--- src/rtl/gpb_pkg.sv ---
package gpb_pkg;
  localparam int ADDR_W = 3;

  typedef enum logic [ADDR_W-1:0] {
    SEL_DOUT = 3'd0,
    SEL_DIN  = 3'd1,
    SEL_STAT = 3'd2,
    SEL_CLR  = 3'd3,
    SEL_IEN  = 3'd4,
    SEL_MODE = 3'd5,
    SEL_POL  = 3'd6,
    SEL_OE   = 3'd7
  } reg_sel_e;
endpackage

--- src/rtl/gpb_sync.sv ---
module gpb_sync #(
  parameter int W      = 16,
  parameter int STAGES = 2
) (
  input  logic         clk,
  input  logic         rst_n,
  input  logic [W-1:0] d,
  output logic [W-1:0] q
);
  logic [W-1:0] stg [STAGES];

  always_ff @(posedge clk or negedge rst_n) begin
    if (!rst_n) begin
      for (int s = 0; s < STAGES; s++) stg[s] <= '0;
    end else begin
      stg[0] <= d;
      for (int s = 1; s < STAGES; s++) stg[s] <= stg[s-1];
    end
  end

  assign q = stg[STAGES-1];
endmodule

--- src/rtl/gpb_detect.sv ---
module gpb_detect #(
  parameter int W = 16
) (
  input  logic         clk,
  input  logic         rst_n,
  input  logic [W-1:0] lvl,
  input  logic [W-1:0] mode_edge,
  input  logic [W-1:0] pol,
  input  logic [W-1:0] clr,
  output logic [W-1:0] status
);
  logic [W-1:0] prev;
  logic [W-1:0] hit;

  always_ff @(posedge clk or negedge rst_n) begin
    if (!rst_n) prev <= '0;
    else        prev <= lvl;
  end

  for (genvar i = 0; i < W; i++) begin : g_pin
    logic rise, fall, lvl_match;
    assign rise      = lvl[i] & ~prev[i];
    assign fall      = ~lvl[i] & prev[i];
    assign lvl_match = (lvl[i] == pol[i]);
    assign hit[i]    = mode_edge[i] ? (pol[i] ? rise : fall) : lvl_match;

    always_ff @(posedge clk or negedge rst_n) begin
      if (!rst_n) status[i] <= 1'b0;
      else        status[i] <= (status[i] & ~clr[i]) | hit[i];
    end

    p_level_r5: assert property (@(posedge clk) disable iff (!rst_n)
      (!mode_edge[i] && (lvl[i] == pol[i])) |=> status[i]);
    p_sticky_r5: assert property (@(posedge clk) disable iff (!rst_n)
      (status[i] && !clr[i]) |=> status[i]);
    p_clear_r6: assert property (@(posedge clk) disable iff (!rst_n)
      (clr[i] && mode_edge[i] && lvl[i] == prev[i]) |=> !status[i]);
    p_rise_r4: assert property (@(posedge clk) disable iff (!rst_n)
      (mode_edge[i] && pol[i] && lvl[i] && !prev[i]) |=> status[i]);
  end
endmodule

--- src/rtl/gpb_regfile.sv ---
module gpb_regfile
  import gpb_pkg::*;
#(
  parameter int W = 16
) (
  input  logic              clk,
  input  logic              rst_n,
  input  logic              bus_we,
  input  logic              bus_re,
  input  logic [ADDR_W-1:0] bus_addr,
  input  logic [W-1:0]      bus_wdata,
  output logic [W-1:0]      bus_rdata,
  input  logic [W-1:0]      din,
  input  logic [W-1:0]      status,
  output logic [W-1:0]      dout,
  output logic [W-1:0]      oe,
  output logic [W-1:0]      ien,
  output logic [W-1:0]      mode_edge,
  output logic [W-1:0]      pol,
  output logic [W-1:0]      clr
);
  reg_sel_e sel;
  assign sel = reg_sel_e'(bus_addr);

  assign clr = (bus_we && sel == SEL_CLR) ? bus_wdata : '0;

  always_ff @(posedge clk or negedge rst_n) begin
    if (!rst_n) begin
      dout      <= '0;
      oe        <= '0;
      ien       <= '0;
      mode_edge <= '1;
      pol       <= '1;
    end else if (bus_we) begin
      case (sel)
        SEL_DOUT: dout      <= bus_wdata;
        SEL_OE:   oe        <= bus_wdata;
        SEL_IEN:  ien       <= bus_wdata;
        SEL_MODE: mode_edge <= bus_wdata;
        SEL_POL:  pol       <= bus_wdata;
        default:  ;
      endcase
    end
  end

  always_ff @(posedge clk or negedge rst_n) begin
    if (!rst_n) begin
      bus_rdata <= '0;
    end else if (bus_re) begin
      case (sel)
        SEL_DOUT: bus_rdata <= dout;
        SEL_DIN:  bus_rdata <= din;
        SEL_STAT: bus_rdata <= status;
        SEL_IEN:  bus_rdata <= ien;
        SEL_MODE: bus_rdata <= mode_edge;
        SEL_POL:  bus_rdata <= pol;
        SEL_OE:   bus_rdata <= oe;
        default:  bus_rdata <= '0;
      endcase
    end
  end

  p_oe_write_r2: assert property (@(posedge clk) disable iff (!rst_n)
    (bus_we && bus_addr == 3'd7) |=> (oe == $past(bus_wdata)));
  p_dout_write_r2: assert property (@(posedge clk) disable iff (!rst_n)
    (bus_we && bus_addr == 3'd0) |=> (dout == $past(bus_wdata)));
  p_clr_reads_zero_r6: assert property (@(posedge clk) disable iff (!rst_n)
    (bus_re && bus_addr == 3'd3) |=> (bus_rdata == '0));
endmodule

--- src/rtl/gpio_irq_bank.sv ---
module gpio_irq_bank
  import gpb_pkg::*;
#(
  parameter int PINS      = 16,
  parameter int SYNC_DEPTH = 2
) (
  input  logic              clk,
  input  logic              rst_n,
  input  logic              bus_we,
  input  logic              bus_re,
  input  logic [ADDR_W-1:0] bus_addr,
  input  logic [PINS-1:0]   bus_wdata,
  output logic [PINS-1:0]   bus_rdata,
  input  logic [PINS-1:0]   pad_in,
  output logic [PINS-1:0]   pad_out,
  output logic [PINS-1:0]   pad_oe,
  output logic              irq
);
  logic [PINS-1:0] lvl, status, ien, mode_edge, pol, clr;

  gpb_sync #(.W(PINS), .STAGES(SYNC_DEPTH)) u_sync (
    .clk(clk), .rst_n(rst_n), .d(pad_in), .q(lvl)
  );

  gpb_regfile #(.W(PINS)) u_regs (
    .clk(clk), .rst_n(rst_n),
    .bus_we(bus_we), .bus_re(bus_re), .bus_addr(bus_addr),
    .bus_wdata(bus_wdata), .bus_rdata(bus_rdata),
    .din(lvl), .status(status),
    .dout(pad_out), .oe(pad_oe), .ien(ien),
    .mode_edge(mode_edge), .pol(pol), .clr(clr)
  );

  gpb_detect #(.W(PINS)) u_det (
    .clk(clk), .rst_n(rst_n), .lvl(lvl), .mode_edge(mode_edge),
    .pol(pol), .clr(clr), .status(status)
  );

  always_ff @(posedge clk or negedge rst_n) begin
    if (!rst_n) irq <= 1'b0;
    else        irq <= |(status & ien);
  end

  p_irq_set_r8: assert property (@(posedge clk) disable iff (!rst_n)
    (|(status & ien)) |=> irq);
  p_irq_clr_r8: assert property (@(posedge clk) disable iff (!rst_n)
    !(|(status & ien)) |=> !irq);
  p_keep_on_clear_r7: assert property (@(posedge clk) disable iff (!rst_n)
    (|(clr & ~mode_edge & ~(lvl ^ pol))) |=> (|status));
endmodule

--- config.mk ---
export PLATFORM = sky130hd
export DESIGN_NAME = gpio_irq_bank
export DESIGN_NICKNAME = d
export VERILOG_FILES = /design/src/rtl/gpb_pkg.sv /design/src/rtl/gpb_sync.sv /design/src/rtl/gpb_detect.sv /design/src/rtl/gpb_regfile.sv /design/src/rtl/gpio_irq_bank.sv
export SDC_FILE = /design/constraint.sdc
export NUM_CORES = 1
export LEC_CHECK = 0
export BUFFER_PORTS_ARGS = -buffer_cell sky130_fd_sc_hd__buf_2
export CAP_MARGIN = 20
export CORE_UTILIZATION = 45
export DETAILED_ROUTE_END_ITERATION = 8
export SLEW_MARGIN = 20
export SYNTH_ARGS = -nofsm -noshare
export SYNTH_HDL_FRONTEND = slang
export SYNTH_SLANG_ARGS = --single-unit
--- constraint.sdc ---
create_clock -name clk -period 3.23 [get_ports clk]
set_input_delay 0.1615 -clock clk [delete_from_list [all_inputs] [get_ports clk]]
set_output_delay 0.1615 -clock clk [all_outputs]
set_load 0.05 [all_outputs]
==> impl_metrics.prom, run 1 <==
# TYPE chip_impl_metric gauge
chip_impl_metric{name="max_slew_margin",unit="%"} 38.6
chip_impl_metric{name="vias",unit=""} 4695
chip_impl_info{name="min_path_type",value="in2reg"} 1
chip_impl_metric{name="drive_above_1_share",unit="%"} 38.8
chip_impl_metric{name="post_drt_wl_per_cell",unit="um"} 20.0
chip_impl_metric{name="synth-seq-cells",unit=""} 161
chip_impl_metric{name="critical_path.max_stage_delay",unit="ns"} 0.74
chip_impl_metric{name="tightestPinTransition",unit="ns"} 0.921
chip_impl_metric{name="final_design_area_no_fill",unit="mm2"} 0.00825
chip_impl_metric{name="cts.htree.levels",unit=""} 4
chip_impl_metric{name="synth_largest_type_area_fraction",unit="%"} 47.1
chip_impl_metric{name="synth-edff-count",unit=""} 0
chip_impl_info{name="worst_setup_path_start_kind",value="input pin"} 1
chip_impl_metric{name="ys_async_sr_fraction",unit="%"} 100
chip_impl_metric{name="power-per-cell-area",unit="mW/mm2"} 720
chip_impl_metric{name="max-cap-violations",unit=""} 0
chip_impl_metric{name="rows",unit=""} 44
chip_impl_metric{name="setup_bufs_post_cts",unit=""} 0
chip_impl_metric{name="synthesized_instance_count",unit=""} 533
chip_impl_metric{name="initial_core_util",unit="%"} 46.7
chip_impl_metric{name="final_min_period_over_clock_period",unit="%"} 56.8
chip_impl_metric{name="design.core.area",unit="mm2"} 0.0147
chip_impl_metric{name="detailed_routing_iteration_count_for_the_pre_antenna_repair_pass",unit=""} 9
chip_impl_metric{name="fp.dieW",unit="um"} 125
chip_impl_metric{name="cts_max_path_buffers",unit=""} 2
chip_impl_metric{name="clock-skew-final",unit="ns"} 0.00495
chip_impl_metric{name="leakage_power_figure",unit="nW"} 3.65
chip_impl_metric{name="final_net_count",unit=""} 673
chip_impl_metric{name="dieArea",unit="mm2"} 0.0157
chip_impl_metric{name="post_synth.cell_area_avg",unit="um2"} 12.9
chip_impl_metric{name="cp_num_buf_inv",unit=""} 1
chip_impl_info{name="outcome",value="finished, violations left"} 1
chip_impl_info{name="critPathSlowestCell",value="sky130_fd_sc_hd__nor2_2"} 1
chip_impl_metric{name="crit_cells",unit=""} 4
chip_impl_metric{name="timing.final.setup_violations",unit=""} 0
chip_impl_metric{name="critical_path.max_fanout",unit=""} 46
chip_impl_info{name="ranking_of_synthesized_cells_by_area",value="sky130_fd_sc_hd__dfrtp_1 47%, sky130_fd_sc_hd__mux2_2 14%, sky130_fd_sc_hd__dfstp_2 12%"} 1
chip_impl_metric{name="number_of_antenna_violations_at_the_first_check_in_global_routing",unit=""} 0
chip_impl_metric{name="cts-buffers-inserted",unit=""} 17
chip_impl_metric{name="finalWeightedCongestion",unit=""} 0.781
chip_impl_metric{name="worstPathRequired",unit="ns"} 3.54
chip_impl_metric{name="global_route_wire_length_before_repair",unit="um"} 26600
chip_impl_metric{name="grt_pass1_vias",unit=""} 4895
chip_impl_metric{name="drtIter0Drc",unit=""} 339
chip_impl_metric{name="globalRouteTotalUtil",unit="%"} 22.5
chip_impl_metric{name="reg2reg_depth",unit=""} 4
chip_impl_metric{name="timing.final.hold_violations",unit=""} 0
chip_impl_metric{name="filler_cell_count",unit=""} 1238
chip_impl_metric{name="setup_tns",unit="ns"} 0
chip_impl_metric{name="clkLatencyLatePin",unit="ns"} 0.43
chip_impl_metric{name="number_of_nets_with_antenna_violations_after_detailed_routing",unit=""} 0
chip_impl_metric{name="final_antenna_diode_count",unit=""} 0
chip_impl_info{name="category_of_the_worst_setup_path_capture_point",value="flop"} 1
chip_impl_info{name="synthMostInstantiatedCell",value="sky130_fd_sc_hd__dfrtp_1"} 1
chip_impl_metric{name="yosysWarningCount",unit=""} 0
chip_impl_metric{name="finalWirelength",unit="um"} 16600
chip_impl_metric{name="remaining_drc_errors",unit=""} 8
chip_impl_info{name="cp_top_family",value="simple AND/OR/NAND/NOR gates"} 1
chip_impl_info{name="yosys-top-cells-count",value="129 x sky130_fd_sc_hd__dfrtp_1, 83 x sky130_fd_sc_hd__mux2_2, 60 x sky130_fd_sc_hd__nand2_1, 32 x sky130_fd_sc_hd__dfstp_2, 21 x sky130_fd_sc_hd__nor2_1"} 1
chip_impl_metric{name="tritoncts_num_sinks",unit=""} 161
chip_impl_info{name="synth_ff_type",value="sky130_fd_sc_hd__dfrtp_1"} 1
chip_impl_metric{name="achievable_frequency",unit="MHz"} 545
chip_impl_info{name="critical_path.cell_chain",value="buf_2 -> or2_1 -> nor2_2 -> mux2_2"} 1
chip_impl_metric{name="post-route-min-period",unit="ns"} 1.84
chip_impl_info{name="rsz0062_at_grt",value="false"} 1
chip_impl_info{name="synthDominantAreaCellType",value="sky130_fd_sc_hd__dfrtp_1"} 1
chip_impl_info{name="cts.root.buffer_cell",value="sky130_fd_sc_hd__clkbuf_16"} 1
chip_impl_metric{name="top_level_ports",unit=""} 88
chip_impl_metric{name="post_synth_num_cell_types",unit=""} 38
chip_impl_metric{name="flow.area_growth_from_synthesis",unit="%"} 20.3
chip_impl_metric{name="overflow",unit=""} 0
chip_impl_metric{name="critPathArrivalTime",unit="ns"} 2.15
chip_impl_info{name="violations",value="design-rule violations"} 1
chip_impl_metric{name="mappedNetlistNets",unit=""} 572
chip_impl_metric{name="seq_area_frac_synth",unit="%"} 59.3
chip_impl_metric{name="clk_transition_reported_paths",unit="ns"} 0.06
chip_impl_info{name="cts_tree",value="done"} 1
chip_impl_metric{name="buffers_added_on_ports",unit=""} 87
chip_impl_metric{name="viasPerCell",unit=""} 5.65
chip_impl_metric{name="max-vdd-ir-drop",unit="uV"} 465
chip_impl_info{name="criticalPathCategory",value="in2reg"} 1
chip_impl_metric{name="grt_max_degree",unit=""} 91
chip_impl_metric{name="slew_violations",unit=""} 0
chip_impl_metric{name="netlist_area",unit="mm2"} 0.00686
chip_impl_metric{name="place_hpwl",unit="um"} 10500
chip_impl_metric{name="dieHeight",unit="um"} 125
chip_impl_metric{name="placement.cell_area",unit="mm2"} 0.00746
chip_impl_metric{name="worst_hold_path.num_cells",unit=""} 2
==> registers in the layout, summed over array words and instances (netlist names) <==
signal / flops
u_regs.oe: 16
u_det.prev: 16
u_sync.q: 16
u_regs.pol: 16
u_regs.mode_edge: 16
u_regs.ien: 16
u_sync.stg: 16
u_det.status: 16
u_regs.dout: 16
u_regs.bus_rdata: 16
irq: 1
==> logic make-up after synthesis <==
logic type / synth area share [%]
multiplexers: 18.6
AO/OA/AOI/OAI: 9.60
flip-flops: 59.3
AND/OR/NAND/NOR: 9.72
buffers and inverters: 2.77
==> per-stage QoR <==
stage / hold WS (ns) / instances / power [mW] / setup slack, ns / utilization [%]
global route: 0.0458 / 831 / 6.20 / 1.25 / 56.1
detailed placement: 0.223 / 782 / 3.89 / 0.956 / 50.8
finish: 0.0470 / 831 / 5.94 / 1.39 / 56.1
floorplan: -0.134 / 533 / 3.50 / 1.63 / -
global placement: 0.212 / 782 / 3.86 / 0.996 / 50.8
CTS: 0.0328 / 831 / 5.99 / 1.41 / 56.1
==> per-layer routing <==
metal	track usage, %	up-vias	part of all wire, %
li1	-	2147	-
met4	8.25	0	1.4
met2	36.2	115	48
met1	30.2	2417	46
met3	4.79	16	4.5
met5	0	-	0
==> power by group <==
group | internal [mW] | leakage (nW) | switching [mW]
clock network | 1.30 | 0.293 | 0.774
registers | 2.38 | 1.82 | 0.258
logic | 0.460 | 1.54 | 0.766
total | 4.14 | 3.65 | 1.80
==> area by class of cell <==
type                            count  area [um2]  share of cell area, %
Sequential cell                   161        4070                   49.3
Timing Repair Buffer              111         702                   8.51
Inverter                            8        30.0                  0.364
Clock inverter                      8         126                   1.53
Clock buffer                       24         492                   5.96
Tap cell                          184         230                   2.79
Multi-Input combinational cell    335        2600                   31.5
==> worst paths after layout <==
| check | from | endpoint | slack, ns |
|---|---|---|---|
| setup / recovery | bus_addr[0] | u_regs.ien[10] | 1.39 |
| max in group asynchronous | rst_n | u_regs.pol[8] | 2.01 |
| hold reg to reg | u_sync.stg[24] | u_sync.q[8] | 0.35 |
| hold / removal | bus_wdata[2] | u_regs.dout[2] | 0.05 |
| setup reg to reg | u_sync.q[13] | u_regs.bus_rdata[13] | 1.87 |
| min in group asynchronous | rst_n | u_regs.oe[0] | 0.32 |
==> worst register-to-register path: cells and delay by family, from the launching register on <==
family / cells / cell delay [ns]
mux: 1 / 0.28
compound gates: 3 / 0.51
flops: 1 / 0.43
==> cells in the final DEF, fill, tap and decap left out, drive strengths merged, types with 3 or more instances in the layout <==
cell type	instances
a211oi	7
nor2	23
clkinvlp	3
dfstp	32
dlygate4sd3	17
nor2b	18
dfrtp	129
o31ai	10
nand3	19
o22ai	8
buf	94
a21boi	3
a221oi	7
clkbuf	24
a22o	9
a31oi	10
mux2	93
and3	12
o311ai	16
bufinv	3
nand2	60
inv	8
a221o	10
mux2i	19
==> what timing repair did <==
| item | in CTS | in global routing |
|---|---|---|
| endpoints found under the hold margin | 76 | 0 |
| gates resized for setup | 0 | 0 |
| endpoints found under the setup margin | 0 | 0 |
| hold buffers | 17 | 0 |
Power figures use the tool's default switching activity.
==> run 2: changes to the inputs <==
--- a/config.mk
+++ b/config.mk
@@ -9,6 +9,7 @@
 export CAP_MARGIN = 20
 export CORE_UTILIZATION = 45
 export DETAILED_ROUTE_END_ITERATION = 8
+export PLACE_DENSITY = 0.67
 export SLEW_MARGIN = 20
 export SYNTH_ARGS = -nofsm -noshare
 export SYNTH_HDL_FRONTEND = slang
==> constraint.sdc (replaced) <==
create_clock -name clk -period 1.6 [get_ports clk]
set_input_delay 0.08 -clock clk [delete_from_list [all_inputs] [get_ports clk]]
set_output_delay 0.08 -clock clk [all_outputs]
set_load 0.05 [all_outputs]
==> run 2 against run 1 <==
  * The run still ends with design-rule violations left
  * Non-clock buffer count is 44 higher
  * Final area increased by 4.8%
  * Clock skew up 0.0061 ns
  * Register-to-register slack got worse by 1.8 ns
  * Highest routed layer unchanged
  * Largest power group unchanged
  * Worst setup slack worse by 1.3 ns
==> impl_metrics.prom, run 2 (synthesized netlist as in run 1, its figures left out) <==
# TYPE chip_impl_metric gauge
chip_impl_info{name="violations",value="design-rule violations"} 1
chip_impl_metric{name="drive_above_1_share",unit="%"} 40.8
chip_impl_info{name="outcome",value="finished, violations left"} 1
chip_impl_metric{name="postCtsResizedCells",unit=""} 0
chip_impl_metric{name="post-route-min-period",unit="ns"} 1.52
chip_impl_info{name="criticalPathCategory",value="reg2reg"} 1
chip_impl_metric{name="tightestPinTransition",unit="ns"} 0.621
chip_impl_metric{name="worstPathRequired",unit="ns"} 1.85
chip_impl_metric{name="final_antenna_diode_count",unit=""} 0
chip_impl_metric{name="utilization",unit="%"} 58.8
chip_impl_info{name="cts.root.buffer_cell",value="sky130_fd_sc_hd__clkbuf_16"} 1
chip_impl_metric{name="final_cells",unit=""} 875
chip_impl_metric{name="remaining_drc_errors",unit=""} 4
chip_impl_metric{name="grt_pass1_vias",unit=""} 5078
chip_impl_metric{name="design.core.area",unit="mm2"} 0.0147
chip_impl_info{name="rsz0062_at_grt",value="false"} 1
chip_impl_metric{name="achievable_frequency",unit="MHz"} 657
chip_impl_metric{name="number_of_antenna_violations_at_the_first_check_in_global_routing",unit=""} 0
chip_impl_metric{name="buffers_added_on_ports",unit=""} 87
chip_impl_metric{name="fp.dieW",unit="um"} 125
chip_impl_info{name="min_path_type",value="in2reg"} 1
chip_impl_metric{name="place_hpwl",unit="um"} 11700
chip_impl_metric{name="viasPerCell",unit=""} 5.60
chip_impl_metric{name="top_level_ports",unit=""} 88
chip_impl_info{name="final_common_cell",value="sky130_fd_sc_hd__dfrtp_1"} 1
chip_impl_metric{name="detailed_routing_iteration_count_for_the_pre_antenna_repair_pass",unit=""} 7
chip_impl_metric{name="clock-skew-final",unit="ns"} 0.0110
chip_impl_info{name="cts_tree",value="done"} 1
chip_impl_metric{name="critPathArrivalTime",unit="ns"} 1.77
chip_impl_metric{name="timing.final.setup_violations",unit=""} 0
chip_impl_metric{name="tritoncts_num_sinks",unit=""} 161
chip_impl_metric{name="final_net_count",unit=""} 717
chip_impl_metric{name="finalWeightedCongestion",unit=""} 0.819
chip_impl_info{name="category_of_the_worst_setup_path_capture_point",value="flop"} 1
chip_impl_metric{name="timing.hold.ws",unit="ns"} 0.114
chip_impl_metric{name="flow.area_growth_from_synthesis",unit="%"} 26.0
chip_impl_metric{name="initial_core_util",unit="%"} 46.7
chip_impl_metric{name="finalWirelength",unit="um"} 16800
chip_impl_metric{name="placed_cells_incl_taps",unit=""} 810
chip_impl_metric{name="max-vdd-ir-drop",unit="uV"} 799
chip_impl_metric{name="grt_max_degree",unit=""} 47
chip_impl_metric{name="clk_transition_reported_paths",unit="ns"} 0.07
chip_impl_metric{name="cts_max_path_buffers",unit=""} 2
chip_impl_metric{name="global_route_wire_length_before_repair",unit="um"} 27200
chip_impl_metric{name="final_min_period_over_clock_period",unit="%"} 95.1
chip_impl_metric{name="pre_cts_slack",unit="ns"} 0.0670
chip_impl_metric{name="rows",unit=""} 44
chip_impl_metric{name="final_design_area_no_fill",unit="mm2"} 0.00864
chip_impl_metric{name="placement.cell_area",unit="mm2"} 0.00771
chip_impl_metric{name="max_slew_margin",unit="%"} 58.3
chip_impl_metric{name="globalRouteTotalUtil",unit="%"} 22.7
chip_impl_metric{name="post_drt_wl_per_cell",unit="um"} 19.2
chip_impl_metric{name="number_of_nets_with_antenna_violations_after_detailed_routing",unit=""} 0
chip_impl_metric{name="slew_violations",unit=""} 0
chip_impl_metric{name="power-per-cell-area",unit="mW/mm2"} 1390
chip_impl_metric{name="critical_path.max_fanout",unit=""} 3
chip_impl_metric{name="worst_slack",unit="ns"} 0.0784
chip_impl_metric{name="leakage_power_figure",unit="nW"} 3.87
chip_impl_metric{name="drtIter0Drc",unit=""} 393
chip_impl_metric{name="cts.htree.levels",unit=""} 4
chip_impl_metric{name="dieArea",unit="mm2"} 0.0157
chip_impl_metric{name="max-cap-violations",unit=""} 0
chip_impl_metric{name="overflow",unit=""} 0
chip_impl_metric{name="vias",unit=""} 4904
chip_impl_metric{name="clkLatencyLatePin",unit="ns"} 0.43
chip_impl_info{name="layout.cells.most_common_list",value="129 x sky130_fd_sc_hd__dfrtp_1, 86 x sky130_fd_sc_hd__buf_2, 83 x sky130_fd_sc_hd__mux2_2"} 1
chip_impl_metric{name="post-layout-total-power",unit="mW"} 12.0
chip_impl_metric{name="setup_tns",unit="ns"} 0
chip_impl_metric{name="cts-buffers-inserted",unit=""} 17
chip_impl_metric{name="dieHeight",unit="um"} 125
chip_impl_info{name="worst_setup_path_start_kind",value="flop"} 1
chip_impl_metric{name="timing.final.hold_violations",unit=""} 0
run 2: cell count changes in the layout (fill, tap and decap cells not counted):
cell	before	now
sky130_fd_sc_hd__buf_4	4	29
sky130_fd_sc_hd__inv_8	0	1
sky130_fd_sc_hd__clkbuf_8	4	2
sky130_fd_sc_hd__buf_12	3	6
sky130_fd_sc_hd__bufinv_16	3	2
sky130_fd_sc_hd__clkinvlp_4	3	2
sky130_fd_sc_hd__clkinv_4	1	5
sky130_fd_sc_hd__inv_6	0	2
sky130_fd_sc_hd__dlygate4sd3_1	17	33
sky130_fd_sc_hd__clkbuf_1	3	0
run 2: area by class of cell:
| cell class | count | area, um2 |
|---|---|---|
| clock buffer | 19 | 453 |
| multi-input combinational | 335 | 2600 |
| tap | 184 | 230 |
| clock inverter | 13 | 153 |
| timing repair buffer | 155 | 1110 |
| fill | 1210 | 6050 |
| inverter | 8 | 30.0 |
| sequential | 161 | 4070 |
run 2: where the power goes:
part / internal [mW] / switching [mW]
Combinational: 1.00 / 1.56
Clock: 2.41 / 1.66
Sequential: 4.81 / 0.544
Total: 8.22 / 3.77
run 2: final timing paths:
path,start,slack [ns],end,depth (start not counted)
setup reg to reg,u_det.status[3],0.08,irq,3
max in group asynchronous,rst_n,0.82,u_regs.pol[12],3
setup / recovery,u_det.status[3],0.08,irq,3
hold reg to reg,u_sync.stg[23],0.35,u_sync.q[7],0
hold / removal,bus_re,0.11,u_regs.bus_rdata[2],2
min in group asynchronous,rst_n,0.17,u_regs.oe[3],2
run 2: worst max-delay path, cell delays in order, from the launching register on:
cell	delay (ns)
sky130_fd_sc_hd__dfrtp_1	0.42
sky130_fd_sc_hd__a22o_1	0.23
sky130_fd_sc_hd__a221oi_1	0.47
sky130_fd_sc_hd__nand4_1	0.23
run 2: per-layer routing:
layer / GRT usage (%) / share of wire (%)
met3: 6.25 / 4.9
met5: 0 / 0
met1: 28.9 / 43
met4: 9.25 / 2.5
met2: 36.8 / 50
run 2: repair_timing:
item	4_1_cts	5_1_grt
hold buffers	33	0
endpoints found under the hold margin	226	0
setup buffers	0	0
setup endpoints to repair	0	0
==> run 3: changes to the inputs <==
--- a/config.mk
+++ b/config.mk
@@ -5,6 +5,7 @@
 export SDC_FILE = /design/constraint.sdc
 export NUM_CORES = 1
 export LEC_CHECK = 0
+export ABC_AREA = 1
 export BUFFER_PORTS_ARGS = -buffer_cell sky130_fd_sc_hd__buf_2
 export CAP_MARGIN = 20
 export CORE_UTILIZATION = 45
==> run 3 against run 2 <==
  * The run now ends clean
  * Power shrank 6.9%
  * Clock-buffer cell count grew 1
  * Synthesized area grew 0.86%
  * Clock skew shrank 0.0041 ns
  * Die area grew 0.85%
  * Clock power shrank 7.9%
  * Worst setup slack gained 0.32 ns
  * Non-clock buffer count shrank 16
  * Largest cell class unchanged
  * Via count grew 20%
  * Register-to-register slack gained 0.42 ns
  * First-iteration DRC count grew 88%
==> impl_metrics.prom, run 3 <==
# TYPE chip_impl_metric gauge
chip_impl_metric{name="synth-edff-count",unit=""} 0
chip_impl_metric{name="mappedNetlistNets",unit=""} 823
chip_impl_metric{name="utilization",unit="%"} 57.1
chip_impl_metric{name="remaining_drc_errors",unit=""} 0
chip_impl_metric{name="netlist_area",unit="mm2"} 0.00692
chip_impl_info{name="criticalPathCategory",value="reg2out"} 1
chip_impl_metric{name="post_synth_num_cell_types",unit=""} 24
chip_impl_metric{name="seq_area",unit="mm2"} 0.00407
chip_impl_metric{name="dieArea",unit="mm2"} 0.0159
chip_impl_metric{name="finalWirelength",unit="um"} 17800
chip_impl_metric{name="timing.hold.ws",unit="ns"} 0.00500
chip_impl_metric{name="cts-buffers-inserted",unit=""} 17
chip_impl_metric{name="critical_path.max_fanout",unit=""} 2
chip_impl_metric{name="synth-seq-cells",unit=""} 161
chip_impl_info{name="synth_ff_type",value="sky130_fd_sc_hd__dfrtp_1"} 1
chip_impl_metric{name="overflow",unit=""} 0
chip_impl_metric{name="clock-skew-final",unit="ns"} 0.00695
chip_impl_metric{name="drtIter0Drc",unit=""} 739
chip_impl_metric{name="yosysWarningCount",unit=""} 0
chip_impl_metric{name="max_slew_margin",unit="%"} 60.7
chip_impl_metric{name="critPathArrivalTime",unit="ns"} 1.13
chip_impl_metric{name="clk_transition_reported_paths",unit="ns"} 0.06
chip_impl_metric{name="place_hpwl",unit="um"} 11900
chip_impl_metric{name="ys_async_sr_fraction",unit="%"} 100
chip_impl_metric{name="power-per-cell-area",unit="mW/mm2"} 1320
chip_impl_metric{name="pre_cts_slack",unit="ns"} 0.272
chip_impl_metric{name="globalRouteTotalUtil",unit="%"} 24.0
chip_impl_info{name="final_common_cell",value="sky130_fd_sc_hd__nand2_1"} 1
chip_impl_metric{name="worstPathRequired",unit="ns"} 1.52
chip_impl_metric{name="fp.dieW",unit="um"} 126
chip_impl_metric{name="clkLatencyLatePin",unit="ns"} 0.43
chip_impl_metric{name="viasPerCell",unit=""} 5.37
chip_impl_metric{name="max-cap-violations",unit=""} 0
chip_impl_metric{name="seq_area_frac_synth",unit="%"} 58.8
chip_impl_info{name="yosys-top-cells-count",value="222 x sky130_fd_sc_hd__nand2_1, 129 x sky130_fd_sc_hd__dfrtp_1, 93 x sky130_fd_sc_hd__o21ai_0, 67 x sky130_fd_sc_hd__nand3_1, 65 x sky130_fd_sc_hd__nor2_1"} 1
chip_impl_info{name="critPathSlowestCell",value="sky130_fd_sc_hd__dfrtp_1"} 1
chip_impl_metric{name="critical_path.max_stage_delay",unit="ns"} 0.41
chip_impl_metric{name="cp_num_buf_inv",unit=""} 1
chip_impl_metric{name="final_antenna_diode_count",unit=""} 0
chip_impl_metric{name="synthesized_instance_count",unit=""} 784
chip_impl_metric{name="grt_max_degree",unit=""} 42
chip_impl_metric{name="worst_slack",unit="ns"} 0.395
chip_impl_info{name="crit-reg2reg-capture",value="irq"} 1
chip_impl_metric{name="buffers_added_on_ports",unit=""} 87
chip_impl_metric{name="initial_core_util",unit="%"} 46.9
chip_impl_metric{name="multiInputGateArea",unit="mm2"} 0.00244
chip_impl_metric{name="synth_largest_type_area_fraction",unit="%"} 46.7
chip_impl_info{name="category_of_the_worst_setup_path_capture_point",value="output pin"} 1
chip_impl_metric{name="reg2reg_depth",unit=""} 4
chip_impl_info{name="outcome",value="finished, final reports clean"} 1
chip_impl_metric{name="tritoncts_num_sinks",unit=""} 161
chip_impl_info{name="ranking_of_synthesized_cells_by_area",value="sky130_fd_sc_hd__dfrtp_1 47%, sky130_fd_sc_hd__dfstp_2 12%, sky130_fd_sc_hd__nand2_1 12%"} 1
chip_impl_info{name="min_path_type",value="in2reg"} 1
chip_impl_metric{name="crit_cells",unit=""} 1
chip_impl_metric{name="cts_max_path_buffers",unit=""} 2
chip_impl_metric{name="rows",unit=""} 44
chip_impl_metric{name="post-route-min-period",unit="ns"} 1.21
chip_impl_info{name="critical_path.cell_chain",value="buf_2"} 1
chip_impl_metric{name="global_route_wire_length_before_repair",unit="um"} 29200
chip_impl_metric{name="postCtsResizedCells",unit=""} 0
chip_impl_metric{name="dieHeight",unit="um"} 126
chip_impl_info{name="worstReg2RegStart",value="u_det.status[6]"} 1
chip_impl_metric{name="number_of_antenna_violations_at_the_first_check_in_global_routing",unit=""} 0
chip_impl_metric{name="achievable_frequency",unit="MHz"} 830
chip_impl_metric{name="post-layout-total-power",unit="mW"} 11.2
chip_impl_metric{name="top_level_ports",unit=""} 88
chip_impl_metric{name="filler_cell_count",unit=""} 1360
chip_impl_metric{name="drive_above_1_share",unit="%"} 20.7
chip_impl_metric{name="leakage_power_figure",unit="nW"} 4.16
chip_impl_metric{name="number_of_nets_with_antenna_violations_after_detailed_routing",unit=""} 0
chip_impl_metric{name="detailed_routing_iteration_count_for_the_pre_antenna_repair_pass",unit=""} 6
chip_impl_info{name="layout.cells.most_common_list",value="222 x sky130_fd_sc_hd__nand2_1, 129 x sky130_fd_sc_hd__dfrtp_1, 93 x sky130_fd_sc_hd__o21ai_0"} 1
chip_impl_metric{name="slew_violations",unit=""} 0
chip_impl_metric{name="post_synth.cell_area_avg",unit="um2"} 8.82
chip_impl_metric{name="post_drt_wl_per_cell",unit="um"} 16.2
chip_impl_metric{name="cts.htree.levels",unit=""} 4
chip_impl_info{name="critical_path.endpoint",value="bus_rdata[13]"} 1
chip_impl_info{name="synthMostInstantiatedCell",value="sky130_fd_sc_hd__nand2_1"} 1
chip_impl_metric{name="vias",unit=""} 5872
chip_impl_info{name="worst_setup_path_start_kind",value="flop"} 1
chip_impl_metric{name="timing.final.setup_violations",unit=""} 0
chip_impl_info{name="cp_top_family",value="flip-flops"} 1
chip_impl_metric{name="finalWeightedCongestion",unit=""} 0.853
chip_impl_metric{name="max-vdd-ir-drop",unit="uV"} 728
chip_impl_info{name="cts_tree",value="done"} 1
chip_impl_info{name="setup.worst_path.start",value="u_regs.bus_rdata[13]"} 1
chip_impl_info{name="rsz0062_at_grt",value="false"} 1
chip_impl_metric{name="design.core.area",unit="mm2"} 0.0148
chip_impl_metric{name="final_net_count",unit=""} 936
chip_impl_info{name="cts.root.buffer_cell",value="sky130_fd_sc_hd__clkbuf_16"} 1
chip_impl_metric{name="final_min_period_over_clock_period",unit="%"} 75.3
chip_impl_metric{name="setup_tns",unit="ns"} 0
chip_impl_metric{name="timing.final.hold_violations",unit=""} 0
chip_impl_metric{name="flow.area_growth_from_synthesis",unit="%"} 21.9
chip_impl_metric{name="tightestPinTransition",unit="ns"} 0.589
chip_impl_metric{name="grt_pass1_vias",unit=""} 5477
chip_impl_info{name="synthDominantAreaCellType",value="sky130_fd_sc_hd__dfrtp_1"} 1
chip_impl_metric{name="rrSetupSlack",unit="ns"} 0.50
-- run 3: cell count changes after synthesis, moves of 40 or more --
cell                      before  now
sky130_fd_sc_hd__o21ai_0       1   93
sky130_fd_sc_hd__nand2_1      60  222
sky130_fd_sc_hd__nand4_1       2   52
sky130_fd_sc_hd__nand3_1      19   67
sky130_fd_sc_hd__inv_1         8   48
sky130_fd_sc_hd__mux2_2       83    0
sky130_fd_sc_hd__nor2_1       21   65
-- run 3: cell families after synthesis --
kind of cell           after synthesis  synth area share [%]
AND/OR/NAND/NOR                    413                  26.1
AO/OA/AOI/OAI                      114                  9.22
buffers and inverters               96                  5.84
flip-flops                         161                  58.8
-- run 3: worst min path at each step --
stage                 start                   to  slack, ns  cells past startpoint
2_1_floorplan         rst_n                  irq      -0.22                      0
3_3_place_gp          rst_n       u_sync.stg[20]       0.03                      1
3_5_place_dp          rst_n       u_sync.stg[20]       0.02                      1
4_1_cts        bus_wdata[9]  u_regs.mode_edge[9]     0.0007                      3
5_1_grt        bus_wdata[3]       u_regs.dout[3]       0.02                      3
6_report       bus_wdata[9]  u_regs.mode_edge[9]      0.005                      3
-- run 3: layout make-up --
class	instances	share of cell area [%]
Sequential cell	161	48.3
Multi-Input combinational cell	527	29.0
Timing Repair Buffer	139	11.2
Clock buffer	20	5.54
Tap cell	184	2.73
Inverter	51	2.30
Clock inverter	12	0.994
-- run 3: metrics by stage --
| step | instance area (um2) | cells |
|---|---|---|
| 2_1_floorplan | 6920 | 784 |
| 3_3_place_gp | 7640 | 1038 |
| 3_5_place_dp | 7640 | 1038 |
| 4_1_cts | 8430 | 1094 |
| 5_1_grt | 8430 | 1094 |
| 6_report | 8430 | 1094 |
-- run 3: worst reg2reg max path, stage by stage, from the launching register on --
cell	delay, ns
sky130_fd_sc_hd__dfrtp_1	0.41
sky130_fd_sc_hd__nand2_1	0.08
sky130_fd_sc_hd__nand2_1	0.06
sky130_fd_sc_hd__a221oi_1	0.25
sky130_fd_sc_hd__nand3_1	0.16
-- run 3: routing by layer --
metal	GRT usage, %	part of all wire (%)	vias up
met4	7.73	1.1	0
li1	-	-	2846
met1	34.1	47	2821
met3	5.27	5.9	16
met2	36.6	46	189
met5	0	0	-
-- run 3: timing repair --
| item | 4_1_cts | 5_1_grt |
|---|---|---|
| endpoints found under the hold margin | 165 | 0 |
| buffers inserted | 0 | 0 |
| hold buffers | 24 | 0 |
-- run 3: power breakdown --
part / switching (mW) / total [mW] / internal (mW)
Combinational: 1.57 / 2.19 / 0.621
Clock: 1.65 / 3.75 / 2.10
Sequential: 0.498 / 5.22 / 4.72
Total: 3.72 / 11.2 / 7.45
